$ cat src/rtl/kbc_mbox_pkg.sv
package kbc_mbox_pkg;
  localparam int unsigned STAT_W  = 8;
  localparam int unsigned OBF_POS = 0;
  localparam int unsigned IBF_POS = 1;
  localparam int unsigned CD_POS  = 3;

  // bits the firmware owns: all except the three handshake positions
  function automatic logic [STAT_W-1:0] fw_mask();
    logic [STAT_W-1:0] m;
    m = '1;
    m[OBF_POS] = 1'b0;
    m[IBF_POS] = 1'b0;
    m[CD_POS]  = 1'b0;
    return m;
  endfunction

  // set has priority over clear
  function automatic logic flag_next(logic cur, logic set_ev, logic clr_ev);
    if (set_ev)      return 1'b1;
    else if (clr_ev) return 1'b0;
    else             return cur;
  endfunction

  function automatic logic [STAT_W-1:0] build_status(logic [STAT_W-1:0] fw_bits,
                                                     logic cd, logic ibf, logic obf);
    logic [STAT_W-1:0] s;
    s = fw_bits & fw_mask();
    s[CD_POS]  = cd;
    s[IBF_POS] = ibf;
    s[OBF_POS] = obf;
    return s;
  endfunction
endpackage

$ cat src/rtl/kbc_flag_cell.sv
module kbc_flag_cell
  import kbc_mbox_pkg::*;
(
  input  logic clk,
  input  logic rst_n,
  input  logic set_ev,
  input  logic clr_ev,
  output logic flag_q
);
  always_ff @(posedge clk or negedge rst_n) begin
    if (!rst_n) flag_q <= 1'b0;
    else        flag_q <= flag_next(flag_q, set_ev, clr_ev);
  end

  assert_set_wins_R8: assert property (@(posedge clk) disable iff (!rst_n)
    set_ev |=> flag_q);
  assert_clear_R4_R6: assert property (@(posedge clk) disable iff (!rst_n)
    (clr_ev && !set_ev) |=> !flag_q);
  assert_hold_R9: assert property (@(posedge clk) disable iff (!rst_n)
    (!set_ev && !clr_ev) |=> $stable(flag_q));
endmodule

$ cat src/rtl/kbc_host_side.sv
module kbc_host_side #(
  parameter int unsigned DW = 8
) (
  input  logic          clk,
  input  logic          rst_n,
  input  logic          host_sel,
  input  logic          host_wr,
  input  logic          host_rd,
  input  logic [DW-1:0] host_wdata,
  output logic [DW-1:0] ibuf_q,
  output logic          cd_q,
  output logic          ibf_set_ev,
  output logic          obf_clr_ev
);
  assign ibf_set_ev = host_wr;
  assign obf_clr_ev = host_rd && !host_sel;

  always_ff @(posedge clk or negedge rst_n) begin
    if (!rst_n) begin
      ibuf_q <= '0;
      cd_q   <= 1'b0;
    end else if (host_wr) begin
      ibuf_q <= host_wdata;
      cd_q   <= host_sel;
    end
  end

  assert_ibuf_load_R2: assert property (@(posedge clk) disable iff (!rst_n)
    host_wr |=> (ibuf_q == $past(host_wdata)));
  assert_cd_track_R3: assert property (@(posedge clk) disable iff (!rst_n)
    host_wr |=> (cd_q == $past(host_sel)));
  assert_cd_hold_R3: assert property (@(posedge clk) disable iff (!rst_n)
    !host_wr |=> $stable(cd_q));
endmodule

$ cat src/rtl/kbc_cpu_side.sv
module kbc_cpu_side
  import kbc_mbox_pkg::*;
#(
  parameter int unsigned DW = 8
) (
  input  logic          clk,
  input  logic          rst_n,
  input  logic          cpu_ibuf_rd,
  input  logic          cpu_obuf_wr,
  input  logic [DW-1:0] cpu_obuf_wdata,
  input  logic          cpu_stat_wr,
  input  logic [DW-1:0] cpu_stat_wdata,
  output logic [DW-1:0] obuf_q,
  output logic [DW-1:0] fw_q,
  output logic          obf_set_ev,
  output logic          ibf_clr_ev
);
  localparam logic [DW-1:0] FW_MASK = fw_mask();

  assign obf_set_ev = cpu_obuf_wr;
  assign ibf_clr_ev = cpu_ibuf_rd;

  always_ff @(posedge clk or negedge rst_n) begin
    if (!rst_n) begin
      obuf_q <= '0;
      fw_q   <= '0;
    end else begin
      if (cpu_obuf_wr) obuf_q <= cpu_obuf_wdata;
      if (cpu_stat_wr) fw_q   <= cpu_stat_wdata & FW_MASK;
    end
  end

  assert_obuf_load_R5: assert property (@(posedge clk) disable iff (!rst_n)
    cpu_obuf_wr |=> (obuf_q == $past(cpu_obuf_wdata)));
  assert_fw_hold_R7: assert property (@(posedge clk) disable iff (!rst_n)
    !cpu_stat_wr |=> $stable(fw_q));
endmodule

$ cat src/rtl/kbc_mailbox.sv
module kbc_mailbox
  import kbc_mbox_pkg::*;
#(
  parameter int unsigned DW = STAT_W
) (
  input  logic          clk,
  input  logic          rst_n,
  input  logic          host_sel,
  input  logic          host_wr,
  input  logic          host_rd,
  input  logic [DW-1:0] host_wdata,
  output logic [DW-1:0] host_rdata,
  input  logic          cpu_ibuf_rd,
  output logic [DW-1:0] cpu_ibuf_data,
  input  logic          cpu_obuf_wr,
  input  logic [DW-1:0] cpu_obuf_wdata,
  input  logic          cpu_stat_wr,
  input  logic [DW-1:0] cpu_stat_wdata,
  output logic [DW-1:0] cpu_status,
  input  logic          ibf_irq_en,
  input  logic          kbd_irq_en,
  output logic          cpu_ibf_irq,
  output logic          host_kbd_irq
);
  logic [DW-1:0] ibuf_q, obuf_q, fw_q;
  logic          cd_q;
  logic          ibf_set_ev, ibf_clr_ev, obf_set_ev, obf_clr_ev;
  logic          ibf_q, obf_q;
  logic [DW-1:0] status_w;

  kbc_host_side #(.DW(DW)) u_host (
    .clk(clk), .rst_n(rst_n), .host_sel(host_sel), .host_wr(host_wr),
    .host_rd(host_rd), .host_wdata(host_wdata), .ibuf_q(ibuf_q), .cd_q(cd_q),
    .ibf_set_ev(ibf_set_ev), .obf_clr_ev(obf_clr_ev)
  );

  kbc_cpu_side #(.DW(DW)) u_cpu (
    .clk(clk), .rst_n(rst_n), .cpu_ibuf_rd(cpu_ibuf_rd), .cpu_obuf_wr(cpu_obuf_wr),
    .cpu_obuf_wdata(cpu_obuf_wdata), .cpu_stat_wr(cpu_stat_wr),
    .cpu_stat_wdata(cpu_stat_wdata), .obuf_q(obuf_q), .fw_q(fw_q),
    .obf_set_ev(obf_set_ev), .ibf_clr_ev(ibf_clr_ev)
  );

  kbc_flag_cell u_ibf (
    .clk(clk), .rst_n(rst_n), .set_ev(ibf_set_ev), .clr_ev(ibf_clr_ev), .flag_q(ibf_q)
  );

  kbc_flag_cell u_obf (
    .clk(clk), .rst_n(rst_n), .set_ev(obf_set_ev), .clr_ev(obf_clr_ev), .flag_q(obf_q)
  );

  assign status_w      = build_status(fw_q, cd_q, ibf_q, obf_q);
  assign cpu_status    = status_w;
  assign cpu_ibuf_data = ibuf_q;
  assign host_rdata    = host_sel ? status_w : obuf_q;
  assign cpu_ibf_irq   = ibf_q && ibf_irq_en;
  assign host_kbd_irq  = obf_q && kbd_irq_en;

  assert_ibf_irq_flag_R4: assert property (@(posedge clk) disable iff (!rst_n)
    cpu_ibf_irq |-> cpu_status[IBF_POS]);
  assert_ibf_irq_drop_R4: assert property (@(posedge clk) disable iff (!rst_n)
    (cpu_ibuf_rd && !host_wr) |=> !cpu_ibf_irq);
  assert_kbd_irq_drop_R6: assert property (@(posedge clk) disable iff (!rst_n)
    (host_rd && !host_sel && !cpu_obuf_wr) |=> !host_kbd_irq);
  assert_kbd_irq_rise_R6: assert property (@(posedge clk) disable iff (!rst_n)
    (cpu_obuf_wr && kbd_irq_en) |=> (host_kbd_irq || !kbd_irq_en));
  assert_status_read_R10: assert property (@(posedge clk) disable iff (!rst_n)
    host_sel |-> (host_rdata == cpu_status));
endmodule

$ cat config.mk
export PLATFORM = sky130hd
export DESIGN_NAME = kbc_mailbox
export DESIGN_NICKNAME = d
export VERILOG_FILES = /design/src/rtl/kbc_mbox_pkg.sv /design/src/rtl/kbc_flag_cell.sv /design/src/rtl/kbc_host_side.sv /design/src/rtl/kbc_cpu_side.sv /design/src/rtl/kbc_mailbox.sv
export SDC_FILE = /design/constraint.sdc
export NUM_CORES = 1
export LEC_CHECK = 0
export BUFFER_PORTS_ARGS = -buffer_cell sky130_fd_sc_hd__buf_2
export CELL_PAD_IN_SITES_DETAIL_PLACEMENT = 0
export CELL_PAD_IN_SITES_GLOBAL_PLACEMENT = 1
export CORE_UTILIZATION = 34
export DETAILED_ROUTE_END_ITERATION = 10
export PLACE_DENSITY = 0.75
export RECOVER_POWER = 100
export SETUP_SLACK_MARGIN = 0.5
export SLEW_MARGIN = 20
export SYNTH_ARGS = -nofsm -noshare
export SYNTH_HDL_FRONTEND = slang
export SYNTH_SLANG_ARGS = --single-unit
$ cat constraint.sdc
create_clock -name clk -period 0.8 [get_ports clk]
set_input_delay 0.08 -clock clk [delete_from_list [all_inputs] [get_ports clk]]
set_output_delay 0.08 -clock clk [all_outputs]
set_load 0.02 [all_outputs]
==> results.md, run 1 <==
* R2r worst-path depth at 3
* HP Class: input pin to async pin
* Layout Cells excl Fill at 180
* Max_cap viols at 0
* DRC at 0
* Synth-to-Final Area Change at 59.7%
* Cell Pwr Density at roughly 1900 mW/mm2
* Layout cells sized above 1 at 89.0%
* Worst setup EP type: output port
* Post-DP HPWL at 1520 um
* Top cells by count, synth: mux2_4, dfrtp_1, mux2_2
* 1st-pass router iterations at 2
* Max-slew violation count at 0
* Period utilization at 152%
* H-Tree Depth at 1
* Final wirelength at between 2000 and 2500 um
* Placer Congestion at ~0.66
* Register area share after synthesis at 53.3%
* Metal-1 WL at about 970 um
* DRT iter0 DRCs at 8
* CTS root buffer: clkbuf_4
* Distinct cells, synth at 9
* Post-synth ARST share at 100%
* DR WL met3 at approximately 170 um
* Dpl ws at -139 ps
* Outcome: finished, violations left
* Critical R2R Launch: u_host.cd_q
* CTS tree: yes
* Failing checks: negative hold slack, negative setup slack
* Worst-Margin Slew at around 600 ps
* CTS buffer count at 3
* Multi-input gate area in the final layout at 470 um2
* Vias in the first global route at roughly 800
* Final Critical Period at 1220 ps
* Leading area contributor after synthesis: dfrtp_1
* Die H at approximately 60 um
* FF+latch area at a little over 600 um2
* R2R Path End: u_host.cd_q
* Design Area, Final at 0.00180 mm2
* Worst VDD drop at roughly 0.99 mV
* Top routing layer in use: met4
* # fillers at ~270
* Total power at roughly 3.3 mW
* Leakage at about 0.9 nW
* Startpoint Class: register
* First-pass GRT wire length at 3460 um
* Largest net degree at the start of global routing at 25
* Routed Antenna Nets at 0
* Initial Util at a little over a third
* Final Util at around 58%
* Headroom to the max-slew limit at around three fifths
* Initial antenna violation count at 0
* Endpoints failing hold at 38
* Via density at around 4.4
* # diodes at 0
* Post-route setup TNS at -8530 ps
* Horiz. Die Dim at 59.6 um
* Via count at 784
* WS Path Type: register to output port
* Final-stage net count at approximately 170
* Most common cell in the synthesized netlist: mux2_4
* Clock Latency Late Sink at 310 ps
* #FFs+latches synth at 24
* Syn_area_per_cell at around 17 um2
* Clock skew at 0 ps
* Core region area at 0.00310 mm2
* Synth top area share at a little over half
* CTS sink cnt at 24
* WL met2 at between 1000 and 1500 um
* Drt wl/cell at about 13 um
* Req. time, crit path at 720 ps
* Final setup margin at -420 ps
* Reg2reg setup slack at -190 ps
* Syn nets at 100
* Main synth FF type: dfrtp_1
* Fmax at just over 800 MHz
* Port-buffer cells at 56
* Worst hold slack at -258 ps
* # IOs at 60
* RSZ-0062 raised after global routing: true
* Area after DPL at approximately 0.0014 mm2
* Cells after DPL at approximately 160
* GRT Residual Overflow at 0
* # rows at 20
* Worst-path clk slew at approximately 140 ps
* Crit path max fanout at 2
* CTS Buffer Depth at 2
* Post-synth EDFFs at 0
* GRT Util Overall at a little over an eighth
* Synth top area cells: dfrtp_1, mux2_4, mux2_2, buf_6, buf_4
* Mapped Area at about 0.0011 mm2
* Finish-stage setup viols at 39
* CP arrival at roughly 1100 ps
* Die Footprint at between 0.003 and 0.004 mm2
* Synth Instances at 66
* Warnings, synthesis at 0
## cells by family (layout without fill, tap and decap cells)
family          after synthesis  after routing  synth area share (%)
buf+inv                       7             77                  5.33
compound gates                2              2                  1.33
mux                          30             30                  38.3
flops                        24             24                  53.3
simple gates                  3              3                  1.67
## cells in the final DEF, fill, tap and decap left out
cell type  instances
buf_6             37
buf_2             31
mux2_4            25
dfrtp_2           13
dfrtp_1           11
mux2_2             5
clkbuf_4           3
buf_4              3
and2_4             2
a21o_1             2
nand2b_1           1
inv_1              1
bufinv_16          1
clkbuf_2           1
## routing by layer
| metal | global-route usage [%] | vias up |
|---|---|---|
| li1 | - | 366 |
| met1 | 16.3 | 376 |
| met2 | 23.9 | 40 |
| met3 | 2.84 | 2 |
| met4 | 4.98 | 0 |
| met5 | 0 | - |
## critical path: stages (launching register included)
cell	delay, ps
dfrtp_1	420
mux2_4	280
buf_6	130
## final cells by class
class | count | area share (%)
multi-input combinational | 35 | 26.2
clock buffer | 3 | 1.25
timing repair buffer | 72 | 33.3
tap | 44 | 3.06
inverter | 1 | 0.209
sequential | 24 | 34.3
clock inverter | 1 | 1.67
## how the worst max path moves through the flow
| stage | from | to | slack [ps] | cells past startpoint |
|---|---|---|---|---|
| 2_1_floorplan | u_host.ibuf_q[0] | u_host.ibuf_q[0] | -20 | 1 |
| 3_3_place_gp | host_sel | host_rdata[3] | -140 | 3 |
| 3_5_place_dp | host_sel | host_rdata[1] | -140 | 3 |
| 4_1_cts | u_cpu.obuf_q[5] | host_rdata[5] | -440 | 2 |
| 5_1_grt | u_host.cd_q | host_rdata[3] | -470 | 2 |
| 6_report | u_cpu.obuf_q[5] | host_rdata[5] | -420 | 2 |
## what timing repair did
item / CTS / global route
hold endpoints to repair: 44 / 45
cloned: 0 / 0
setup endpoints to repair: 50 / 50
setup buffers: 7 / 8
gates resized for setup: 49 / 12
## sequential cells by signal, indices dropped and copies added (netlist names)
| name | cells |
|---|---|
| u_host.cd_q | 1 |
| u_obf.flag_q | 1 |
| u_cpu.fw_q | 5 |
| u_ibf.flag_q | 1 |
| u_host.ibuf_q | 8 |
| u_cpu.obuf_q | 8 |
## power by group
group          internal (mW)  switching, mW
clock                  0.506          0.358
sequential              1.34         0.0852
combinational          0.643          0.398
Note: power is estimated with default switching activity, not from simulation.
==> run 2, diff against run 1 <==
--- a/config.mk
+++ b/config.mk
@@ -13,5 +13,5 @@
 export PLACE_DENSITY = 0.75
 export RECOVER_POWER = 100
-export SETUP_SLACK_MARGIN = 0.5
+export SETUP_SLACK_MARGIN = 0.3
 export SLEW_MARGIN = 20
 export SYNTH_ARGS = -nofsm -noshare
==> constraint.sdc (replaced) <==
create_clock -name clk -period 0.8 [get_ports clk]
set_input_delay 0.04 -clock clk [delete_from_list [all_inputs] [get_ports clk]]
set_output_delay 0.04 -clock clk [all_outputs]
set_load 0.02 [all_outputs]
==> results.md, run 2 (synthesis results as in run 1) <==
* Outcome: finished, violations left
* Failing checks: negative hold slack, negative setup slack
* Area after DPL at around 0.0014 mm2
* Cell Pwr Density at approximately 1900 mW/mm2
* DRC at 0
* Worst-Margin Slew at 584 ps
* Vias in the first global route at 756
* Final-stage net count at approximately 170
* CP arrival at 1140 ps
* Post-DP HPWL at between 1000 and 1500 um
* Core region area at about 0.0031 mm2
* Design Area, Final at about 0.0018 mm2
* Port-buffer cells at 56
* Via density at approximately 4.3
* Via count at roughly 770
* Headroom to the max-slew limit at between 60 and 70%
* Clock skew at 0 ps
* Max-slew violation count at 0
* Req. time, crit path at 760 ps
* Worst hold slack at -297 ps
* RSZ-0062 raised after global routing: true
* Finish-stage setup viols at 37
* DRT iter0 DRCs at 11
* Commonest non-fill, non-tap cell in the layout: buf_6
* Die H at a little under 60 um
* # IOs at 60
* Layout cells sized above 1 at around nine tenths
* Worst-path clk slew at roughly 130 ps
* CTS sink cnt at 24
* CTS Buffer Depth at 2
* Synth-to-Final Area Change at 57.4%
* First-pass GRT wire length at between 3000 and 4000 um
* Initial Util at a little over a third
* Routed Antenna Nets at 0
* Final Util at a little under three fifths
* Endpoints failing hold at 46
* Horiz. Die Dim at 59.6 um
* Startpoint Class: register
* Commonest cells after routing, fill and taps aside: buf_6, buf_2, mux2_4
* Cells after DPL at 160
* # rows at 20
* Worst VDD drop at 0.941 mV
* GRT Util Overall at roughly 13%
* Leakage at about 0.9 nW
* WS Path Type: register to output port
* Max_cap viols at 0
* Worst setup EP type: output port
* Largest net degree at the start of global routing at 25
* Layout Cells excl Fill at around 180
* CTS tree: yes
* Initial antenna violation count at 0
* Final Critical Period at approximately 1200 ps
* Crit path max fanout at 2
* CTS root buffer: clkbuf_4
* Drt wl/cell at ~12 um
* Clock Latency Late Sink at 310 ps
* CTS buffer count at 3
* Period utilization at 147%
* Placer Congestion at between 0.6 and 0.7
* HP Class: input pin to async pin
* Final setup margin at -376 ps
* # diodes at 0
* GRT Residual Overflow at 0
* Final wirelength at around 2200 um
* Dpl ws at -55.0 ps
* Fmax at roughly 850 MHz
* Total power at around 3.3 mW
* Die Footprint at roughly 0.0035 mm2
* 1st-pass router iterations at 3
* Biggest regs: u_cpu.obuf_q x8, u_host.ibuf_q x8, u_cpu.fw_q x5
* H-Tree Depth at 1
## run 2: path summary, 6_finish.rpt
| kind | slack [ps] | end | cells past startpoint | start |
|---|---|---|---|---|
| max | -380 | host_rdata[7] | 2 | u_cpu.fw_q[7] |
| min | -300 | u_cpu.obuf_q[2] | 1 | rst_n |
| max reg2reg | -210 | u_cpu.fw_q[5] | 3 | u_cpu.fw_q[5] |
| min reg2reg | 540 | u_cpu.obuf_q[0] | 1 | u_cpu.obuf_q[0] |
| max in group asynchronous | 690 | u_host.ibuf_q[7] | 1 | rst_n |
| min in group clk | -50 | u_host.ibuf_q[5] | 2 | host_wdata[5] |
## run 2: stage by stage
stage / TNS (ps) / hold WS [ps]
6_report: -7260 / -297
5_1_grt: -9100 / -270
4_1_cts: -7460 / -299
3_5_place_dp: -411 / 53.6
3_3_place_gp: -423 / 48.5
2_1_floorplan: -279 / -256
## run 2: cell type report
cell class / instances / area [um2]
clock buffers: 3 / 22.5
clock inverters: 1 / 30.0
fillers: 268 / 1330
inverters: 1 / 3.75
multi-input cells: 35 / 470
flip-flops and latches: 24 / 617
well taps: 44 / 55.1
repair buffers: 69 / 574
## run 2: timing repair
item / CTS / global route
hold endpoints to repair: 46 / 47
gates resized for setup: 56 / 5
endpoints found under the setup margin: 50 / 50
buffers inserted: 11 / 2
## run 2: critical path, stage by stage (launching register included)
cell and delay (ps):
dfrtp_2 440, mux2_4 260, buf_6 130
## run 2: routing by layer
layer	share of wire (%)	up-vias	wire, um	GRT usage (%)
met5	0	-	0	0
met4	0	0	0	4.98
met3	8.9	0	196	3.71
met2	48	40	1060	22.3
met1	43	366	949	16.6
li1	-	361	-	-
## run 2: power breakdown
part | leakage (nW) | switching (mW) | total (mW) | internal, mW
Combinational | 0.600 | 0.398 | 1.03 | 0.632
Sequential | 0.265 | 0.0812 | 1.42 | 1.34
Clock | 0.0279 | 0.361 | 0.867 | 0.506
Total | 0.893 | 0.840 | 3.32 | 2.48
==> run 3, diff against run 2 <==
- PLACE_DENSITY: 0.75 -> 0.74
- SYNTH_HIERARCHICAL: not set -> 1
==> results.md, run 3 <==
* Outcome: finished, violations left
* Failing checks: negative hold slack, negative setup slack
* Warnings, synthesis at 6
* Mapped Area at about 0.0012 mm2
* CTS sink cnt at 24
* Vias in the first global route at 740
* Req. time, crit path at 760 ps
* Worst-Margin Slew at 601 ps
* Dpl ws at -79.2 ps
* Worst hold slack at -283 ps
* GRT Util Overall at 12.6%
* Startpoint Class: register
* H-Tree Depth at 1
* Period utilization at 148%
* Via count at between 700 and 800
* WS Path Type: register to output port
* # IOs at 60
* Via density at approximately 4.4
* First-pass GRT wire length at around 3300 um
* Cell Pwr Density at ~1800 mW/mm2
* 1st-pass router iterations at 2
* Port-buffer cells at 56
* Endpoints failing hold at 46
* Worst-path clk slew at between 100 and 150 ps
* Drt wl/cell at 12.9 um
* DRC at 0
* CTS tree: yes
* Finish-stage setup viols at 37
* Multi-input gate area in the final layout at 474 um2
* CTS Buffer Depth at 2
* Layout cells sized above 1 at slightly below 90%
* Initial Util at 36.8%
* Fmax at about 850 MHz
* Clock skew at 0 ps
* Biggest regs: u_cpu/obuf_q x8, u_host/ibuf_q x8, u_cpu/fw_q x5
* HP Class: input pin to async pin
* CTS root buffer: clkbuf_4
* # diodes at 0
* Horiz. Die Dim at between 60 and 70 um
* Max_cap viols at 0
* Routed Antenna Nets at 0
* Final Critical Period at around 1200 ps
* Worst VDD drop at approximately 0.70 mV
* Syn_area_per_cell at 16.5 um2
* Synth Instances at 70
* Initial antenna violation count at 0
* FF+latch area at 617 um2
* Final-stage net count at about 170
* Commonest cells after routing, fill and taps aside: buf_6, buf_2, mux2_4
* GRT Residual Overflow at 0
* Reg2reg setup slack at -230 ps
* CP arrival at roughly 1100 ps
* Worst setup EP type: output port
* # fillers at approximately 260
* Clock Latency Late Sink at 300 ps
* Final wirelength at 2250 um
* Core region area at about 0.0031 mm2
* # rows at 20
* Syn nets at between 100 and 150
* Leakage at approximately 0.87 nW
* Synth-to-Final Area Change at 49.2%
* Crit path max fanout at 2
* DRT iter0 DRCs at 22
* Placer Congestion at a little over 0.6
* Die Footprint at ~0.0036 mm2
* Final setup margin at -381 ps
* Max-slew violation count at 0
* Die H at between 60 and 70 um
* Commonest non-fill, non-tap cell in the layout: buf_6
* Largest net degree at the start of global routing at 25
* RSZ-0062 raised after global routing: true
* CTS buffer count at 3
* Headroom to the max-slew limit at 59.9%
run 3: timing repair:
action                                 CTS  global route
setup endpoints to repair               50            50
gates resized for setup                 48            10
pin swaps                                0             0
setup buffers                            4             3
endpoints found under the hold margin   46            46
run 3: cell type report:
type                    instances  share of cell area (%)
clock buffers                   4                    2.11
inverters                       2                   0.437
multi-input cells              35                    27.6
flip-flops and latches         24                    35.9
well taps                      44                    3.20
repair buffers                 65                    30.8
run 3: layer usage:
layer	GRT usage [%]	share of wire (%)	vias to the layer above
li1	-	-	355
met5	0	0	-
met2	21.7	48	39
met1	15.6	43	368
met4	3.99	0.53	0
met3	2.60	8.1	2
run 3: report_power, final:
part	leakage (nW)	switching [mW]	total, mW	internal (mW)
clock network	0.0210	0.342	0.619	0.277
registers	0.265	0.0900	1.43	1.34
logic	0.582	0.384	0.983	0.599
run 3: critical path, cell delays in order (launching register included):
cell,delay (ps)
dfrtp_2,440
mux2_4,260
buf_6,130
run 3: worst paths after layout:
path / startpoint / endpoint / cells after the start
worst min-delay path: rst_n / u_cpu/obuf_q[0] / 1
worst min register to register: u_cpu/obuf_q[4] / u_cpu/obuf_q[4] / 1
worst max-delay path: u_cpu/fw_q[4] / host_rdata[4] / 2
max in group asynchronous: rst_n / u_host/ibuf_q[2] / 1
worst max register to register: u_cpu/fw_q[4] / u_cpu/fw_q[4] / 3
min in group clk: host_wdata[4] / u_host/ibuf_q[4] / 2
run 3: stage by stage:
stage	TNS [ps]	power [mW]	cell area [um2]	std cells	util (%)
6_report	-6470	3.03	1720	174	55.0
5_1_grt	-8000	3.20	1720	174	55.0
4_1_cts	-6310	3.01	1660	171	53.2
3_5_place_dp	-537	2.18	1450	163	46.2
3_3_place_gp	-395	2.16	1450	163	46.2
2_1_floorplan	-279	1.96	1180	70	-
